<file path="src/rtl/arb_pkg.sv">
// Package: shared helpers for the credit-based DRAM arbiter.
// Assumes elaboration-time integer arguments only.
package arb_pkg;
    // Bits needed to hold values 0..v inclusive.
    function automatic int cnt_bits(input int v);
        return (v < 1) ? 1 : $clog2(v + 1);
    endfunction
endpackage

</file>
<file path="src/rtl/arb_credit_pool.sv">
// Module: per-source private credits plus one shared credit pool.
// A return is applied before the borrow of the same cycle, and the
// eligibility flags reflect the counts after that return.
// Assumes private limit 1 and that at most one borrow and one return
// occur per cycle.
module arb_credit_pool #(
    parameter int N_SRC      = 4,
    parameter int SRC_W      = 2,
    parameter int SHARED_LIM = 5,
    parameter bit UNLIM      = 1'b0,
    parameter int CNT_W      = 3
) (
    input  logic             clk,
    input  logic             rst_n,
    input  logic             brw_en,
    input  logic [SRC_W-1:0] brw_src,
    input  logic             ret_en,
    input  logic [SRC_W-1:0] ret_src,
    output logic [N_SRC-1:0] has_credit
);
    localparam logic [CNT_W-1:0] LIM = CNT_W'(SHARED_LIM);
    localparam logic [CNT_W-1:0] TOP = {CNT_W{1'b1}};

    logic [N_SRC-1:0] priv_q, priv_mid, priv_nxt;
    logic [CNT_W-1:0] shr_q, shr_mid, shr_nxt;
    logic             shr_room;

    // Apply the return first, then the borrow.
    always_comb begin
        priv_mid = priv_q;
        shr_mid  = shr_q;
        if (ret_en) begin
            if (priv_q[ret_src]) priv_mid[ret_src] = 1'b0;
            else                 shr_mid = shr_q - 1'b1;
        end
        priv_nxt = priv_mid;
        shr_nxt  = shr_mid;
        if (brw_en) begin
            if (!priv_mid[brw_src]) priv_nxt[brw_src] = 1'b1;
            else                    shr_nxt = shr_mid + 1'b1;
        end
    end

    // Room in the shared pool after this cycle's return.
    assign shr_room = UNLIM || (shr_mid < LIM);

    // One eligibility flag per source.
    for (genvar i = 0; i < N_SRC; i++) begin : g_cred
        assign has_credit[i] = !priv_mid[i] || shr_room;
    end

    // Credit count registers.
    always_ff @(posedge clk) begin
        if (!rst_n) begin
            priv_q <= '0;
            shr_q  <= '0;
        end else begin
            priv_q <= priv_nxt;
            shr_q  <= shr_nxt;
        end
    end

    // a shared return never drops the pool below zero.
    assert_shared_nonneg_R11: assert property (@(posedge clk) disable iff (!rst_n)
        (ret_en && !priv_q[ret_src]) |-> (shr_q != '0));
    // a limited pool never exceeds its size.
    assert_shared_cap_R6: assert property (@(posedge clk) disable iff (!rst_n)
        !UNLIM |-> (shr_q <= LIM));
    // an unlimited pool counter must not wrap.
    assert_no_overflow_R6: assert property (@(posedge clk) disable iff (!rst_n)
        (brw_en && priv_mid[brw_src]) |-> (shr_mid != TOP));
    // a borrow is only granted to a source holding a credit.
    assert_borrow_ok_R5: assert property (@(posedge clk) disable iff (!rst_n)
        brw_en |-> has_credit[brw_src]);
endmodule

</file>
<file path="src/rtl/arb_rotate_pick.sv">
// Module: rotating first-eligible picker.
// The scan starts one past the last granted source. The pointer resets
// to N_SRC-1 so that source 0 is scanned first.
// Assumes N_SRC is a power of two and at least 2.
module arb_rotate_pick #(
    parameter int N_SRC = 4,
    parameter int SRC_W = 2
) (
    input  logic             clk,
    input  logic             rst_n,
    input  logic [N_SRC-1:0] elig,
    output logic [N_SRC-1:0] grant,
    output logic             grant_valid,
    output logic [SRC_W-1:0] grant_idx
);
    logic [SRC_W-1:0] last_q;

    // Scan from last_q+1, wrapping on the power-of-two width.
    always_comb begin
        logic [SRC_W-1:0] idx;
        grant_valid = 1'b0;
        grant_idx   = '0;
        for (int k = 0; k < N_SRC; k++) begin
            idx = last_q + SRC_W'(k + 1);
            if (!grant_valid && elig[idx]) begin
                grant_valid = 1'b1;
                grant_idx   = idx;
            end
        end
        grant = grant_valid ? (N_SRC'(1) << grant_idx) : '0;
    end

    // Remember the last borrower.
    always_ff @(posedge clk) begin
        if (!rst_n)           last_q <= SRC_W'(N_SRC - 1);
        else if (grant_valid) last_q <= grant_idx;
    end

    // one grant at most, and only to an eligible source.
    assert_one_grant_R2: assert property (@(posedge clk) disable iff (!rst_n)
        $onehot0(grant) && ((grant & ~elig) == '0));
    // some eligible source always wins.
    assert_no_idle_R3: assert property (@(posedge clk) disable iff (!rst_n)
        (elig != '0) |-> grant_valid);
endmodule

</file>
<file path="src/rtl/arb_delay_fifo.sv">
// Module: fixed-latency delay queue feeding the DRAM.
// Each entry carries an age that saturates at LATENCY. The head may
// leave once its age reaches LATENCY.
// Assumes LATENCY >= 1 and DEPTH >= 2.
module arb_delay_fifo #(
    parameter int DATA_W  = 16,
    parameter int SRC_W   = 2,
    parameter int LATENCY = 3,
    parameter int DEPTH   = 5
) (
    input  logic              clk,
    input  logic              rst_n,
    input  logic              push,
    input  logic [DATA_W-1:0] push_data,
    input  logic [SRC_W-1:0]  push_src,
    output logic              full,
    output logic              head_ready,
    output logic [DATA_W-1:0] head_data,
    output logic [SRC_W-1:0]  head_src,
    input  logic              pop
);
    import arb_pkg::*;
    localparam int PTR_W = $clog2(DEPTH);
    localparam int AGE_W = cnt_bits(LATENCY);
    localparam int OCC_W = cnt_bits(DEPTH);
    localparam logic [AGE_W-1:0] LAT_A = AGE_W'(LATENCY);

    logic [DATA_W-1:0] mem_d [DEPTH];
    logic [SRC_W-1:0]  mem_s [DEPTH];
    logic [AGE_W-1:0]  age   [DEPTH];
    logic [PTR_W-1:0]  wr_ptr, rd_ptr;
    logic [OCC_W-1:0]  occ;

    assign full       = (occ == OCC_W'(DEPTH));
    assign head_ready = (occ != '0) && (age[rd_ptr] >= LAT_A);
    assign head_data  = mem_d[rd_ptr];
    assign head_src   = mem_s[rd_ptr];

    // Payload storage.
    always_ff @(posedge clk) begin
        if (push) begin
            mem_d[wr_ptr] <= push_data;
            mem_s[wr_ptr] <= push_src;
        end
    end

    // Pointers, occupancy and per-entry age.
    always_ff @(posedge clk) begin
        if (!rst_n) begin
            wr_ptr <= '0;
            rd_ptr <= '0;
            occ    <= '0;
            for (int e = 0; e < DEPTH; e++) age[e] <= '0;
        end else begin
            for (int e = 0; e < DEPTH; e++) begin
                if (push && (wr_ptr == PTR_W'(e))) age[e] <= AGE_W'(1);
                else if (age[e] < LAT_A)           age[e] <= age[e] + 1'b1;
            end
            if (push) wr_ptr <= (wr_ptr == PTR_W'(DEPTH - 1)) ? '0 : wr_ptr + 1'b1;
            if (pop)  rd_ptr <= (rd_ptr == PTR_W'(DEPTH - 1)) ? '0 : rd_ptr + 1'b1;
            occ <= occ + OCC_W'(push) - OCC_W'(pop);
        end
    end

    // no write into a full queue, no read from an empty one.
    assert_no_overflow_R7: assert property (@(posedge clk) disable iff (!rst_n)
        push |-> !full);
    assert_no_underflow_R7: assert property (@(posedge clk) disable iff (!rst_n)
        pop |-> head_ready);
endmodule

</file>
<file path="src/rtl/arb_return_route.sv">
// Module: routes the DRAM return head to its source's response queue.
// Converts the global number to a local index, holds the head while the
// target queue is full, and absorbs writeback returns without a push.
// Assumes every return belongs to this channel.
module arb_return_route #(
    parameter int N_SRC   = 4,
    parameter int SRC_W   = 2,
    parameter int GID_W   = 8,
    parameter int DATA_W  = 16,
    parameter int CHAN_ID = 0
) (
    input  logic              clk,
    input  logic              rst_n,
    input  logic              ret_valid,
    input  logic [GID_W-1:0]  ret_gid,
    input  logic              ret_wb,
    input  logic [DATA_W-1:0] ret_data,
    input  logic [N_SRC-1:0]  rsp_full,
    output logic              ret_pop,
    output logic [N_SRC-1:0]  rsp_push,
    output logic [DATA_W-1:0] rsp_data,
    output logic              crd_en,
    output logic [SRC_W-1:0]  crd_src
);
    localparam logic [GID_W-1:0] BASE = GID_W'(CHAN_ID * N_SRC);

    logic [GID_W-1:0] local_id;
    logic [SRC_W-1:0] lidx;

    // Global to local conversion and routing decision.
    always_comb begin
        local_id = ret_gid - BASE;
        lidx     = local_id[SRC_W-1:0];
        ret_pop  = ret_valid && !rsp_full[lidx];
        crd_en   = ret_pop && !ret_wb;
        crd_src  = lidx;
        rsp_push = crd_en ? (N_SRC'(1) << lidx) : '0;
        rsp_data = ret_data;
    end

    // returns must target a source of this channel.
    assert_in_range_R8: assert property (@(posedge clk) disable iff (!rst_n)
        ret_valid |-> ((ret_gid - BASE) < GID_W'(N_SRC)));
    // never push into a full response queue.
    assert_no_push_full_R9: assert property (@(posedge clk) disable iff (!rst_n)
        (rsp_push & rsp_full) == '0);
    // a writeback never produces a push.
    assert_wb_silent_R10: assert property (@(posedge clk) disable iff (!rst_n)
        (ret_valid && ret_wb) |-> (rsp_push == '0));
endmodule

</file>
<file path="src/rtl/credit_dram_arbiter.sv">
// Module: top of the credit-based shared DRAM channel arbiter.
// Issues at most one source request per cycle into a fixed-latency
// queue toward the DRAM, paced by private and shared credits. Routes
// DRAM returns back to their sources, which returns the credits.
// Assumes N_SRC is a power of two (>= 2), LATENCY >= 1, and a pool
// size that is not negative when limited.
module credit_dram_arbiter #(
    parameter int N_SRC       = 4,
    parameter int DATA_W      = 16,
    parameter int GID_W       = 8,
    parameter int CHAN_ID     = 0,
    parameter int SCHED_DEPTH = 4,
    parameter int RETQ_DEPTH  = 4,
    parameter int LATENCY     = 3,
    parameter int UNLIM_MAX   = 255,
    localparam int SRC_W      = $clog2(N_SRC)
) (
    input  logic                    clk,
    input  logic                    rst_n,
    input  logic [N_SRC-1:0]        req_valid,
    input  logic [N_SRC*DATA_W-1:0] req_data,
    output logic [N_SRC-1:0]        req_pop,
    input  logic [N_SRC-1:0]        rsp_full,
    input  logic                    dram_full,
    output logic                    dram_valid,
    output logic [DATA_W-1:0]       dram_data,
    output logic [SRC_W-1:0]        dram_src,
    input  logic                    ret_valid,
    input  logic [GID_W-1:0]        ret_gid,
    input  logic                    ret_wb,
    input  logic [DATA_W-1:0]       ret_data,
    output logic                    ret_pop,
    output logic [N_SRC-1:0]        rsp_push,
    output logic [DATA_W-1:0]       rsp_data
);
    import arb_pkg::*;
    localparam bit UNLIM      = (SCHED_DEPTH == 0) || (RETQ_DEPTH == 0);
    localparam int SHARED_LIM = UNLIM ? 0 : SCHED_DEPTH + RETQ_DEPTH - (N_SRC - 1);
    localparam int CNT_W      = cnt_bits(UNLIM ? UNLIM_MAX : SHARED_LIM);
    localparam int LQ_DEPTH   = LATENCY + 2;

    logic [N_SRC-1:0]  has_credit, elig, grant;
    logic              grant_valid, lq_full, lq_ready, crd_en;
    logic [SRC_W-1:0]  grant_idx, crd_src;
    logic [DATA_W-1:0] grant_data;

    // A source is eligible when it has work, a credit and response room,
    // and the DRAM path can take a request.
    assign elig       = req_valid & has_credit & ~rsp_full & {N_SRC{!dram_full && !lq_full}};
    assign req_pop    = grant;
    assign grant_data = req_data[grant_idx*DATA_W +: DATA_W];
    assign dram_valid = lq_ready && !dram_full;

    arb_credit_pool #(
        .N_SRC(N_SRC), .SRC_W(SRC_W), .SHARED_LIM(SHARED_LIM),
        .UNLIM(UNLIM), .CNT_W(CNT_W)
    ) u_credit (
        .clk(clk), .rst_n(rst_n),
        .brw_en(grant_valid), .brw_src(grant_idx),
        .ret_en(crd_en), .ret_src(crd_src),
        .has_credit(has_credit)
    );

    arb_rotate_pick #(.N_SRC(N_SRC), .SRC_W(SRC_W)) u_pick (
        .clk(clk), .rst_n(rst_n), .elig(elig),
        .grant(grant), .grant_valid(grant_valid), .grant_idx(grant_idx)
    );

    arb_delay_fifo #(
        .DATA_W(DATA_W), .SRC_W(SRC_W), .LATENCY(LATENCY), .DEPTH(LQ_DEPTH)
    ) u_delay (
        .clk(clk), .rst_n(rst_n),
        .push(grant_valid), .push_data(grant_data), .push_src(grant_idx),
        .full(lq_full), .head_ready(lq_ready),
        .head_data(dram_data), .head_src(dram_src), .pop(dram_valid)
    );

    arb_return_route #(
        .N_SRC(N_SRC), .SRC_W(SRC_W), .GID_W(GID_W),
        .DATA_W(DATA_W), .CHAN_ID(CHAN_ID)
    ) u_route (
        .clk(clk), .rst_n(rst_n),
        .ret_valid(ret_valid), .ret_gid(ret_gid), .ret_wb(ret_wb),
        .ret_data(ret_data), .rsp_full(rsp_full),
        .ret_pop(ret_pop), .rsp_push(rsp_push), .rsp_data(rsp_data),
        .crd_en(crd_en), .crd_src(crd_src)
    );

    // nothing is issued or handed over while the DRAM is full.
    assert_hold_on_full_R4: assert property (@(posedge clk) disable iff (!rst_n)
        dram_full |-> (req_pop == '0) && !dram_valid);
    // a pop only goes to a source that offered a request.
    assert_pop_valid_R3: assert property (@(posedge clk) disable iff (!rst_n)
        (req_pop & ~req_valid) == '0);
    // outputs are quiet in the first cycle after reset.
    assert_reset_quiet_R1: assert property (@(posedge clk)
        !rst_n |=> !dram_valid);
endmodule

</file>
<file path="config.mk">
export PLATFORM = sky130hd
export DESIGN_NAME = credit_dram_arbiter
export DESIGN_NICKNAME = d
export VERILOG_FILES = /design/src/rtl/arb_pkg.sv /design/src/rtl/arb_credit_pool.sv /design/src/rtl/arb_rotate_pick.sv /design/src/rtl/arb_delay_fifo.sv /design/src/rtl/arb_return_route.sv /design/src/rtl/credit_dram_arbiter.sv
export SDC_FILE = /design/constraint.sdc
export NUM_CORES = 1
export LEC_CHECK = 0
export CAP_MARGIN = 20
export CORE_MARGIN = 5
export CORE_UTILIZATION = 40
export CTS_CLUSTER_DIAMETER = 150
export DETAILED_ROUTE_END_ITERATION = 6
export PLACE_DENSITY = 0.66
export SLEW_MARGIN = 20
export SYNTH_ARGS = -nofsm -noshare
export SYNTH_HDL_FRONTEND = slang
export SYNTH_SLANG_ARGS = --single-unit
</file>
<file path="constraint.sdc">
create_clock -name clk -period 6.9 [get_ports clk]
set_input_delay 1.38 -clock clk [delete_from_list [all_inputs] [get_ports clk]]
set_output_delay 1.38 -clock clk [all_outputs]
set_load 0.03 [all_outputs]
</file>
After elaboration in Yosys (flattened, before gate mapping)
Memories as Yosys holds them, arrays and structs flattened. A register that Yosys moved wholly into a read port is not among the register bits.
Cells that the tools add are included.
- memories kept: 3
- register bits after elaboration: 18
- bits of input ports: 101
- memory bits (writable): 100
- output and inout port bits: 44
- word-level logic and storage cells: 188
- memories (memory ; words ; width ; read ports ; clocked after memory_dff ; write ports ; line ; text):
    u_delay.mem_d ; 5 ; 16 ; 1 ; 1 ; 1 ; arb_delay_fifo.sv:28 ; logic [DATA_W-1:0] mem_d [DEPTH];
    u_delay.age ; 5 ; 2 ; 6 ; 1 ; 5 ; arb_delay_fifo.sv:30 ; logic [AGE_W-1:0] age [DEPTH];
    u_delay.mem_s ; 5 ; 2 ; 1 ; 1 ; 1 ; arb_delay_fifo.sv:29 ; logic [SRC_W-1:0] mem_s [DEPTH];
- order comparisons: 15
- equality and inequality tests: 6
- bitwise logic cells: 17
- shifts and indexed selects: 3
- multiplexer cells: 92
- add/sub/neg operators: 14
- reductions and logical operators: 32
- operators with widths (operator ; count):
    64-bit by 7-bit indexed part select with 16-bit output ; 1
    1-bit 2-to-1 mux ; 51
    3-bit 2-to-1 mux ; 12
    2-bit 2-to-1 mux ; 14
    4-bit 2-to-1 mux ; 6
    2-bit by 3-bit less-than comparator with 1-bit output, second input constant ; 6
    4-bit bitwise AND ; 4
    1-bit logical AND ; 15
    1-bit binary-select mux with 2-bit select ; 7
    2-bit by 1-bit adder with 2-bit output, second input constant ; 6
    1-bit zero test ; 11
    2-bit less-than comparator, second input constant ; 5
    1-bit OR ; 10
    3-bit by 1-bit adder with 3-bit output, second input constant ; 3
    3-bit == test, second input constant ; 3
    4-bit inverter ; 2
    1-bit by 2-bit left shift with 4-bit output, first input constant ; 2
    3-bit by 2-bit == test with 1-bit output, second input constant ; 2
    2-bit adder, second input constant ; 2
    1-bit demux with 2-bit select ; 2
    2-bit by 1-bit greater-or-equal comparator with 1-bit output, second input constant ; 2
    1-bit logical OR ; 4
    4-bit OR ; 1
    3-bit by 1-bit adder with 3-bit output ; 1
    other kinds (7) ; 7

Depth between registers and ports, before layout
- depth in word-level cells: 32
- mapped depth: 16
- gate-level depth less buffers: 14

By module
Synthesis repeated with hierarchy kept, for this count alone.
- cell total of the unflattened synthesis: 426
- area, all modules: 6069.6 µm²
- modules (own cells, without submodules) (module ; instances ; cells an instance ; area an instance (µm²)):
    arb_delay_fifo ; 1 ; 275 ; 4595.7
    arb_credit_pool ; 1 ; 70 ; 611.8
    credit_dram_arbiter ; 1 ; 29 ; 470.5
    arb_return_route ; 1 ; 27 ; 209.0
    arb_rotate_pick ; 1 ; 25 ; 182.7

Worst setup path before layout
No wires, ideal clock.
- path kind: input-to-reg
- from: in ret_gid[1]
- to: mem u_delay.mem_d[2][0], enable pin
- stages: 10
- slack: 1.380 ns
- arrival: 5.081 ns
- setup time: 0.439 ns
- cell sequence: buf_6 > mux2_4 > or4_1 > buf_2 > a221oi_1 > nor3_1 > and2_1 > buf_2 > buf_2 > nor4_1
- word-level cells in the longest chain between the ends: 27
- elaborated cells between the ends (all ways): 50
- classes of those cells: 3 x order compare; 24 x mux; 5 x bitwise; 18 x reduce/logical
- ends and longest elaborated chain (what ; line ; text):
    from (decl) ; credit_dram_arbiter.sv:29 ; input logic [GID_W-1:0] ret_gid,
    2-bit by 3-bit less-than comparator with 1-bit output (implied by the code) / 2-bit by 1-bit greater-or-equal comparator with 1-bit output (equally long branches) ; arb_credit_pool.sv:33 ; if (priv_q[ret_src]) priv_mid[ret_src] = 1'b0;
    1-bit logical AND (implied by the code) ; arb_credit_pool.sv:33 ;
    1-bit 2-to-1 mux (implied by the code) ; arb_credit_pool.sv:33 ;
    1-bit demux with 2-bit select ; -- ;
    4-bit inverter (no source line) ; -- ;
    4-bit bitwise AND (no source line) ; -- ;
    4-bit 2-to-1 mux ; arb_credit_pool.sv:33 ;
    4-bit 2-to-1 mux ; arb_credit_pool.sv:32 ; if (ret_en) begin
    [... 11 more ...] ; -- ;
    1-bit zero test ; arb_rotate_pick.sv:25 ; if (!grant_valid && elig[idx]) begin
    1-bit logical AND ; arb_rotate_pick.sv:25 ;
    1-bit 2-to-1 mux ; arb_rotate_pick.sv:25 ;
    1-bit zero test ; arb_rotate_pick.sv:25 ;
    1-bit logical AND ; arb_rotate_pick.sv:25 ;
    1-bit 2-to-1 mux (*) ; arb_rotate_pick.sv:25 ;
    1-bit 2-to-1 mux (*) ; arb_delay_fifo.sv:41 ; if (push) begin
    1-bit 2-to-1 mux (implied by the code) (*) ; arb_delay_fifo.sv:42 ; mem_d[wr_ptr] <= push_data;
    to (decl) ; arb_delay_fifo.sv:28 ;
Every way passes the cells marked *; elsewhere a longest branch is shown, timed or not. The select of a mux whose other input is x is not followed.

Worst setup path in the final report
- from: in ret_gid[1]
- to: out req_pop[0]
- word-level cells in the longest chain between the ends: 27
- elaborated cells between the ends (all ways): 54
- classes of those cells: 3 x order compare; 1 x shift; 27 x mux; 5 x bitwise; 18 x reduce/logical
- ends and longest elaborated chain (what ; line ; text):
    2-bit by 3-bit less-than comparator with 1-bit output (implied by the code) / 2-bit by 1-bit greater-or-equal comparator with 1-bit output (equally long branches) ; arb_credit_pool.sv:33 ;
    1-bit logical AND (implied by the code) ; arb_credit_pool.sv:33 ;
    1-bit 2-to-1 mux (implied by the code) ; arb_credit_pool.sv:33 ;
    1-bit demux with 2-bit select ; -- ;
    4-bit inverter (no source line) ; -- ;
    4-bit bitwise AND (no source line) ; -- ;
    4-bit 2-to-1 mux ; arb_credit_pool.sv:33 ;
    4-bit 2-to-1 mux ; arb_credit_pool.sv:32 ;
    [... 12 more ...] ; -- ;
    1-bit logical AND ; arb_rotate_pick.sv:25 ;
    1-bit 2-to-1 mux ; arb_rotate_pick.sv:25 ;
    1-bit zero test ; arb_rotate_pick.sv:25 ;
    1-bit logical AND ; arb_rotate_pick.sv:25 ;
    2-bit 2-to-1 mux (*) ; arb_rotate_pick.sv:25 ;
    net grant_idx[1] ; credit_dram_arbiter.sv:44 ; logic [SRC_W-1:0] grant_idx, crd_src;
    1-bit by 2-bit left shift with 4-bit output (*) ; arb_rotate_pick.sv:30 ; grant = grant_valid ? (N_SRC'(1) << grant_idx) : '0;
    4-bit 2-to-1 mux (*) ; arb_rotate_pick.sv:30 ;
    to (decl) ; credit_dram_arbiter.sv:22 ; output logic [N_SRC-1:0] req_pop,
Mark *: on every way through the listed nets, which the timed path passes. The rest lies on a longest branch. The select of a mux whose other input is x is not followed.

==> flow_summary.toml <==
[clock_network]
cts_setup_buffers = 0
cts_root_buf = "clkbuf_16"
cts_tree = "built"
clock_sinks = 121
ctsLongestPathBuffers = 2
clock_latency_ps = 410
cts_repair_resize_count = 0
clk_pin_slew_worst_paths_ps = 50
htreeDepth = 4
numCtsBuffers = 17
hold_buffers = 0

[place]
post-dp-hpwl_mm = 9.614
dp_slack_ps = 491.1
io_buffers = 106
globalplace.congestion = 0.8250

[pwr]
switching_share = 0.2922
clock_power_share = 0.339
p_int_uw = 1777
comb_power_share = 0.268
switching_power_uw = 733.6
seqPwrFrac = 0.393
power_density_mw_per_mm2 = 315.3
p_leak_uw = 0.002761
irDropWorstVdd_uv = 188.7

[synth]
netlist_instances = 479
syn_area_per_cell_um2 = 13.01
syn_area_mm2 = 0.006230
synth_edf_count = 100
synth.distinct_cells = 59
synth_top_family_by_area = "multiplexers"
synth_flop_cell = "edfxtp_1"
ys_warn_count = 0
synth-simple-area-share = 0.1026
synthAdderAreaFrac = 0.03535
seq_area_frac_synth = 0.5495
syn-num-nets = 597
ys_seq_elements = 121
synthMuxAreaShare = 0.1709
synth_compound_area_frac = 0.08134
synthArstFlopShare = 0
synth_xor_area_frac = 0.007030

[drt]
firstDrtPassIters = 4
drc = 0
finalWirelength_mm = 14.07
initialDrtViolationCount = 301
via_per_inst = 5.262
wire_per_inst_um = 17.63
num_vias = 4199
postRouteAntennaNets = 0

[cells_and_area]
diodes = 0
areaGrowthSynthToFinish_pct = 27.82
layout.nets = 692
drive_gt1_frac = 0.1772

[floorplanning]
fp.dieH_um = 134.8
start_util = 0.4083
die_w_um = 134.8
pin_count = 145
rows = 45
coreArea_mm2 = 0.01526
die-area_mm2 = 0.01817

[grt]
grt.overflow.total = 0
grt_util_all_layers = 0.1549
grt_pass1_vias = 4241
grt_max_degree = 42
grt_pass1_wl_mm = 22.02
grt_antenna_before_repair = 0

[worst_hold_path]
hold_path_class = "flop to flop"

[timing]
hold_viol = 0
finalMaxSlewViolations = 0
fmax_mhz = 156.9
finalClockSkew_ps = 8.201
fin_tns_setup_ps = 0
grt_setup_unrepaired = "no"
whs_ps = 497.7
finalCritPeriodShare = 0.9238
setup_ws_ps = 526.1
slew_headroom = 0.5707
tightest_slew_ps = 642.0
fin_crit_ps = 6374
setup_viol = 0

[setup_path]
cp.arrival_ps = 4990
worstSetupPathType = "primary input to primary output"
regToRegSetupSlack_ps = 3200
cp-end-kind = "primary output"
worst_ep_required_time_ps = 5520
cp_max_fo = 36
start_kind = "primary input"

[status]
status = "complete, no violations"

[flow_run]
cap_violations = 0
## area by class of cell
cell class                      instances  area (µm²)
Fill cell                            1305        7296
Sequential cell                       121        3425
Inverter                               21       78.83
Clock buffer                           18       429.2
Multi-Input combinational cell        298        2494
Timing Repair Buffer                  115        1126
Tap cell                              211       264.0
Clock inverter                         14       146.4
## cell families after synthesis
group	count (synthesis)
and+or+nand+nor	123
buffers and inverters	60
adders and majority gates	17
DFF	121
muxes	79
AOI/OAI and AO/OA	74
xor gates and xnor gates	5
## flip-flops by register name, summed over array words and instances, names as in the netlist, 3 cells and up, named ones only
name / cells
u_delay.age: 10
u_delay.wr_ptr: 3
u_delay.occ: 3
u_delay.mem_d: 80
u_credit.priv_q: 4
u_credit.shr_q: 3
u_delay.rd_ptr: 3
u_delay.mem_s: 10
## metal layers
| metal | GRT usage | wire [µm] |
|---|---|---|
| met1 | 0.1933 | 5960 |
| met2 | 0.2693 | 7227 |
| met3 | 0.03577 | 750 |
| met4 | 0.04468 | 133 |
| met5 | 0 | 0 |
## path summary, 6_finish.rpt
| check | startpoint | endpoint | cells after the start |
|---|---|---|---|
| setup / recovery | ret_gid[1] | req_pop[0] | 10 |
| hold / removal | u_delay.rd_ptr[1] | flop | 2 |
| setup reg to reg | u_credit.priv_q[0] | u_delay.occ[2] | 12 |
| hold reg to reg | u_delay.rd_ptr[1] | flop | 2 |
## synthesized netlist by cell type (10+ instances only)
cell,count,area share
nand2_1,25,0.015
mux4_2,18,0.065
edfxtp_1,100,0.48
mux2i_1,25,0.040
mux2_2,35,0.063
inv_1,18,0.011
buf_4,16,0.019
nor2_1,33,0.020
dfxtp_1,21,0.067
clkbuf_1,13,0.0078
and2_1,10,0.010
ha_1,16,0.032
a21oi_1,30,0.024
## critical path: stages
cell and delay [ps]:
clkdlybuf4s50_1 760, mux2_4 360, or4_1 610, a221oi_1 460, o31ai_1 200, o221ai_4 160, buf_4 410, inv_2 140
nor3_2 280, buf_4 210
## power groups by stage
stage	Sequential, µW	Combinational [µW]	Clock (µW)
after floorplan	988	486	0
after global placement	995	659	0
after detailed placement	1000	677	0
after CTS	988	680	864
after global routing	998	733	902
final	988	672	851
## metrics by stage
stage / cells / util / total power [µW] / instance area [µm²]
3_5_place_dp: 766 / 0.4841 / 1680 / 7386
2_1_floorplan: 479 / - / 1474 / 6230
4_1_cts: 798 / 0.5218 / 2533 / 7961
5_1_grt: 798 / 0.5219 / 2633 / 7963
6_report: 798 / 0.5219 / 2510 / 7963
3_3_place_gp: 766 / 0.4841 / 1654 / 7386
## placed cells by master (no fill, tap or decap), drive strengths merged, types with 4 or more instances in the layout
cell / n
a211o: 4
a211oi: 7
a21oi: 30
and2: 10
and3: 4
buf: 10
clkbuf: 18
clkdlybuf4s50: 105
clkinv: 5
clkinvlp: 4
dfxtp: 21
edfxtp: 100
ha: 16
inv: 24
mux2: 36
mux2i: 25
mux4: 18
nand2: 25
nand2b: 5
nand3: 7
nand3b: 4
nor2: 33
nor3: 8
nor4: 9
o211ai: 5
o21ai: 6
o31ai: 4
Power figures use the tool's default switching activity.
